[config.mk]
export PLATFORM = sky130hd
export DESIGN_NAME = vec_agu
export DESIGN_NICKNAME = d
export VERILOG_FILES = /design/src/rtl/vagu_pkg.sv /design/src/rtl/vagu_ctrl.sv /design/src/rtl/vagu_stepper.sv /design/src/rtl/vagu_addr.sv /design/src/rtl/vec_agu.sv
export SDC_FILE = /design/constraint.sdc
export NUM_CORES = 1
export LEC_CHECK = 0
export CORE_AREA = 2 2 152 117
export CTS_CLUSTER_DIAMETER = 80
export DETAILED_ROUTE_END_ITERATION = 10
export DIE_AREA = 0 0 154 119
export PLACE_DENSITY_LB_ADDON = 0.15
export SYNTH_ARGS = -nofsm -noshare
export SYNTH_HDL_FRONTEND = slang
export SYNTH_SLANG_ARGS = --single-unit
[constraint.sdc]
create_clock -name clk -period 4.9 [get_ports clk]
set_input_delay 0.98 -clock clk [delete_from_list [all_inputs] [get_ports clk]]
set_output_delay 0.98 -clock clk [all_outputs]
set_load 0.01 [all_outputs]
[src/rtl/vagu_pkg.sv]
package vagu_pkg;
  typedef enum logic [1:0] {
    VM_UNIT   = 2'd0,
    VM_STRIDE = 2'd1,
    VM_INDEX  = 2'd2,
    VM_RSVD   = 2'd3
  } vmode_e;
endpackage

[src/rtl/vagu_ctrl.sv]
module vagu_ctrl
  import vagu_pkg::*;
#(
  parameter int MAX_VL = 64,
  localparam int ELEM_W = $clog2(MAX_VL),
  localparam int VL_W   = $clog2(MAX_VL + 1)
) (
  input  logic              clk,
  input  logic              rst_n,
  input  logic              start,
  input  logic [1:0]        cfg_mode,
  input  logic [VL_W-1:0]   cfg_vlen,
  input  logic              fire,
  output logic              load,
  output logic              busy,
  output logic [ELEM_W-1:0] elem,
  output logic              last,
  output logic              done,
  output vmode_e            run_mode
);
  logic              busy_q, busy_d;
  logic              done_q, done_d;
  logic [ELEM_W-1:0] elem_q, elem_d, last_idx_q;
  vmode_e            mode_q;
  logic [VL_W-1:0]   vlen_eff;
  logic              accept, empty, elem_en;

  always_comb begin
    vlen_eff = (cfg_vlen > VL_W'(MAX_VL)) ? VL_W'(MAX_VL) : cfg_vlen;
    accept   = start & ~busy_q;
    empty    = (vlen_eff == '0);
    load     = accept & ~empty;
    last     = busy_q & (elem_q == last_idx_q);
    busy_d   = busy_q;
    if (load)             busy_d = 1'b1;
    else if (fire & last) busy_d = 1'b0;
    done_d   = (accept & empty) | (fire & last);
    elem_en  = load | fire;
    elem_d   = load ? '0 : elem_q + 1'b1;
  end

  always_ff @(posedge clk or negedge rst_n) begin
    if (!rst_n) begin
      busy_q <= 1'b0;
      done_q <= 1'b0;
    end else begin
      busy_q <= busy_d;
      done_q <= done_d;
    end
  end

  always_ff @(posedge clk or negedge rst_n) begin
    if (!rst_n) begin
      elem_q <= '0;
    end else if (elem_en) begin
      elem_q <= elem_d;
    end
  end

  always_ff @(posedge clk or negedge rst_n) begin
    if (!rst_n) begin
      last_idx_q <= '0;
      mode_q     <= VM_UNIT;
    end else if (load) begin
      last_idx_q <= ELEM_W'(vlen_eff - 1'b1);
      mode_q     <= vmode_e'(cfg_mode);
    end
  end

  assign busy     = busy_q;
  assign elem     = elem_q;
  assign done     = done_q;
  assign run_mode = mode_q;
endmodule

[src/rtl/vagu_stepper.sv]
module vagu_stepper
  import vagu_pkg::*;
#(
  parameter int ADDR_W     = 32,
  parameter int ELEM_BYTES = 8,
  localparam int SHIFT     = $clog2(ELEM_BYTES)
) (
  input  logic              clk,
  input  logic              rst_n,
  input  logic              load,
  input  logic [1:0]        cfg_mode,
  input  logic [ADDR_W-1:0] cfg_stride,
  input  logic              advance,
  output logic [ADDR_W-1:0] offset
);
  logic [ADDR_W-1:0] step_q, step_d;
  logic [ADDR_W-1:0] off_q, off_d;
  logic              off_en;

  always_comb begin
    if (vmode_e'(cfg_mode) == VM_STRIDE) step_d = cfg_stride << SHIFT;
    else                                 step_d = ADDR_W'(ELEM_BYTES);
    off_en = load | advance;
    off_d  = load ? '0 : off_q + step_q;
  end

  always_ff @(posedge clk or negedge rst_n) begin
    if (!rst_n) begin
      step_q <= '0;
    end else if (load) begin
      step_q <= step_d;
    end
  end

  always_ff @(posedge clk or negedge rst_n) begin
    if (!rst_n) begin
      off_q <= '0;
    end else if (off_en) begin
      off_q <= off_d;
    end
  end

  assign offset = off_q;
endmodule

[src/rtl/vagu_addr.sv]
module vagu_addr
  import vagu_pkg::*;
#(
  parameter int ADDR_W     = 32,
  parameter int ELEM_BYTES = 8,
  localparam int SHIFT     = $clog2(ELEM_BYTES)
) (
  input  logic              clk,
  input  logic              rst_n,
  input  logic              load,
  input  logic [ADDR_W-1:0] cfg_base,
  input  vmode_e            run_mode,
  input  logic              busy,
  input  logic [ADDR_W-1:0] offset,
  input  logic              idx_valid,
  input  logic [ADDR_W-1:0] idx_data,
  input  logic              addr_ready,
  output logic              addr_valid,
  output logic              idx_ready,
  output logic [ADDR_W-1:0] addr_out
);
  logic [ADDR_W-1:0] base_q;
  logic [ADDR_W-1:0] rel;
  logic              use_idx;

  always_ff @(posedge clk or negedge rst_n) begin
    if (!rst_n) begin
      base_q <= '0;
    end else if (load) begin
      base_q <= cfg_base;
    end
  end

  always_comb begin
    use_idx    = (run_mode == VM_INDEX);
    rel        = use_idx ? (idx_data << SHIFT) : offset;
    addr_out   = base_q + rel;
    addr_valid = busy & (~use_idx | idx_valid);
    idx_ready  = busy & use_idx & idx_valid & addr_ready;
  end
endmodule

[src/rtl/vec_agu.sv]
module vec_agu
  import vagu_pkg::*;
#(
  parameter int ADDR_W     = 32,
  parameter int ELEM_BYTES = 8,
  parameter int MAX_VL     = 64,
  localparam int ELEM_W    = $clog2(MAX_VL),
  localparam int VL_W      = $clog2(MAX_VL + 1)
) (
  input  logic              clk,
  input  logic              rst_n,
  input  logic              start,
  input  logic [ADDR_W-1:0] cfg_base,
  input  logic [1:0]        cfg_mode,
  input  logic [ADDR_W-1:0] cfg_stride,
  input  logic [VL_W-1:0]   cfg_vlen,
  input  logic              idx_valid,
  input  logic [ADDR_W-1:0] idx_data,
  output logic              idx_ready,
  output logic              addr_valid,
  input  logic              addr_ready,
  output logic [ADDR_W-1:0] addr_out,
  output logic [ELEM_W-1:0] addr_elem,
  output logic              addr_last,
  output logic              busy,
  output logic              done
);
  logic              load, fire, last;
  logic [ADDR_W-1:0] offset;
  vmode_e            run_mode;

  assign fire      = addr_valid & addr_ready;
  assign addr_last = last;

  vagu_ctrl #(.MAX_VL(MAX_VL)) u_ctrl (
    .clk(clk), .rst_n(rst_n), .start(start), .cfg_mode(cfg_mode),
    .cfg_vlen(cfg_vlen), .fire(fire), .load(load), .busy(busy),
    .elem(addr_elem), .last(last), .done(done), .run_mode(run_mode)
  );

  vagu_stepper #(.ADDR_W(ADDR_W), .ELEM_BYTES(ELEM_BYTES)) u_step (
    .clk(clk), .rst_n(rst_n), .load(load), .cfg_mode(cfg_mode),
    .cfg_stride(cfg_stride), .advance(fire), .offset(offset)
  );

  vagu_addr #(.ADDR_W(ADDR_W), .ELEM_BYTES(ELEM_BYTES)) u_addr (
    .clk(clk), .rst_n(rst_n), .load(load), .cfg_base(cfg_base),
    .run_mode(run_mode), .busy(busy), .offset(offset),
    .idx_valid(idx_valid), .idx_data(idx_data), .addr_ready(addr_ready),
    .addr_valid(addr_valid), .idx_ready(idx_ready), .addr_out(addr_out)
  );
endmodule

==> results.yml <==
routing:
  vias: 7012
  wirelength_um: 20600
  drc: 0
  postRouteAntennaNets: 0
  drtPass1Iterations: 5
  vias_per_cell: 5.26
  wl_per_cell_um: 15.4
  drtIter0Drc: 392
power_and_ir_drop:
  leakagePower_uw: 0.00488
  ir_worst_vdd_mv: 0.276
  powerDensity_mw_per_mm2: 724
sta:
  final-hold-violation-count: 0
  fin_worst_skew_ps: 6.91
  final.period_utilization: 0.962
  relSlewSlack: 0.179
  slew_viol_final: 0
  fmax_mhz: 212
  hold_ws_ps: 477
  setup_viol: 0
  period_needed_ps: 4710
  worst_pin_slew_ps: 1230
  rsz0062_at_grt: "false"
logic_synthesis:
  netlist-cell-type-count: 66
  syn_area_per_cell_sq_um: 7.90
  seq_area_frac_synth: 0.354
  synth_warnings: 0
  netlist.area_leader.share: 0.354
  synth_cells: 948
  synth_edf_count: 0
  synthFlopType: "dfrtp_1"
  synth_area_sq_mm: 0.00749
  syn_nets: 1122
  synth_commonest_cells: "nand2_1, dfrtp_1, ha_1, nand3_1, a21oi_1"
  synthTopCellsByArea: "dfrtp_1, nand2_1, ha_1"
  synthArstFlopShare: 1.00
  yosysTopAreaCell: "dfrtp_1"
  yosysMostFrequentCell: "nand2_1"
  ys_ff_latch: 106
setup_path:
  crit_type: "input port to primary output"
  worst-path-max-fanout: 4
  cp.required_ps: 3920
  arrival_ps: 3730
  crit_path_end_kind: "primary output"
  setup.worst_path.start_class: "input port"
  rrSetupSlack_ps: 1830
grt:
  grt-ovfl-total: 0
  grt_pass1_vias: 6780
  grt_pass1_wl_um: 34100
  grt_max_degree: 89
  antenna_found_initial: 0
  gr-usage-all-layers: 0.232
clocking:
  htree_levels: 3
  cts.clk_slew.worst_paths_ps: 70
  cts_hold_buf: 0
  cts_made_buffers: 9
  cts_root_buf: "clkbuf_16"
  cts_sinks: 106
  clk_path_buf_depth: 2
  cts_tree: "built"
  clock_latency_ps: 360
floorplanning:
  dieArea_sq_mm: 0.0183
  rows: 42
  dieHeight_um: 119
  start_util: 0.439
  core_area_sq_mm: 0.0171
  io_pins: 153
  die_w_um: 154
placement:
  dp_hpwl_um: 15400
  gp_congestion: 0.883
  port_buffers: 146
final_layout:
  diodes: 0
  drive_gt1_frac: 0.0835
  fin_util: 0.574
  area_growth_syn_to_layout_pct: 30.9
  nets: 1283
job:
  drv_cap: 0
hold_path:
  holdCritPathClass: "register to register"
run_status:
  status: "complete, no violations"
==> state kept, by name, indices dropped and copies added (netlist names) <==
| name | cells |
|---|---|
| u_ctrl.run_mode | 2 |
| u_step.offset | 29 |
| u_step.step_q | 29 |
| u_ctrl.last_idx_q | 6 |
| u_addr.base_q | 32 |
| u_ctrl.elem | 6 |
| u_ctrl.done | 1 |
| u_ctrl.busy | 1 |
==> worst paths after layout <==
path                                   endpoint  cells after the start               from
max in group asynchronous     u_step.offset[27]                      2              rst_n
min reg2reg                   u_step.step_q[26]                      2  u_step.step_q[26]
max reg2reg                   u_step.offset[29]                     11   u_step.offset[3]
max                                addr_out[30]                     14        idx_data[4]
min in group asynchronous  u_ctrl.last_idx_q[2]                      1              rst_n
min                           u_step.step_q[26]                      2  u_step.step_q[26]
==> cells by family after synthesis <==
kind of cell,after synthesis,synth area share
adder cells (fa/ha/maj),64,0.108
XOR/XNOR,62,0.0725
buffers and inverters,60,0.0306
flip-flops,106,0.354
multiplexers,2,0.00284
AO/OA/AOI/OAI,206,0.177
AND/OR/NAND/NOR,447,0.254
other,1,0.000501
==> per-stage QoR <==
stage | cell area (sq um) | worst slack, ps | power (uW) | setup TNS, ps | instances
floorplan | 7490 | 747 | 4380 | 0 | 948
global placement | 9430 | -230 | 6250 | -1020 | 1315
detailed placement | 9430 | -227 | 6340 | -1050 | 1315
CTS | 9740 | 9.12 | 7090 | 0 | 1332
global route | 9810 | 9.63 | 7710 | 0 | 1334
finish | 9810 | 187 | 7100 | 0 | 1334
==> final cells by class <==
| type | instances | area, sq um |
|---|---|---|
| inverters | 19 | 71.3 |
| clock inverters | 7 | 82.6 |
| clock buffers | 9 | 225 |
| fillers | 1602 | 7270 |
| repair buffers | 191 | 1820 |
| multi-input cells | 782 | 4680 |
| well taps | 220 | 275 |
| flip-flops and latches | 106 | 2650 |
==> where the power goes <==
| part | switching, uW | internal (uW) | leakage [uW] |
|---|---|---|---|
| clock network | 356 | 405 | 0.000145 |
| logic | 2420 | 2320 | 0.00338 |
| registers | 357 | 1250 | 0.00135 |
| total | 3130 | 3970 | 0.00488 |
==> layer usage <==
metal  up-vias  global-route usage  wire length [um]
met5         -                   0                 0
met4         0              0.0549               252
met3        18              0.0444              1150
met2       179               0.343              8580
met1      3239               0.351             10600
li1       3576                   -                 -
==> timing repair <==
action / CTS / global route
pin swaps: 4 / 1
gates resized for setup: 7 / 25
setup buffers: 1 / 2
endpoints found under the setup margin: 9 / 13
==> critical path, cell delays in order <==
cell and delay [ps]:
clkdlybuf4s50_1 460, nand2_1 40, nand2_1 80, ha_1 270, a21o_1 180, a221o_1 380, a22oi_2 190, a21oi_1 110
a211oi_2 250, o21ai_1 150, a21o_1 190, a21oi_1 170, xnor2_1 140, clkbuf_2 150
==> placed cells by master, fill, tap and decap left out, drive strengths merged, types with 25 or more instances in the layout <==
master / netlist / final
xnor2: 35 / 35
clkdlybuf4s50: 0 / 131
o21ai: 62 / 62
nand2: 288 / 288
dfrtp: 106 / 106
a21oi: 57 / 57
nor2: 41 / 41
a21o: 25 / 25
xor2: 27 / 27
nand3: 59 / 59
ha: 63 / 63
buf: 3 / 46
Note: power is estimated with default switching activity, not from simulation.
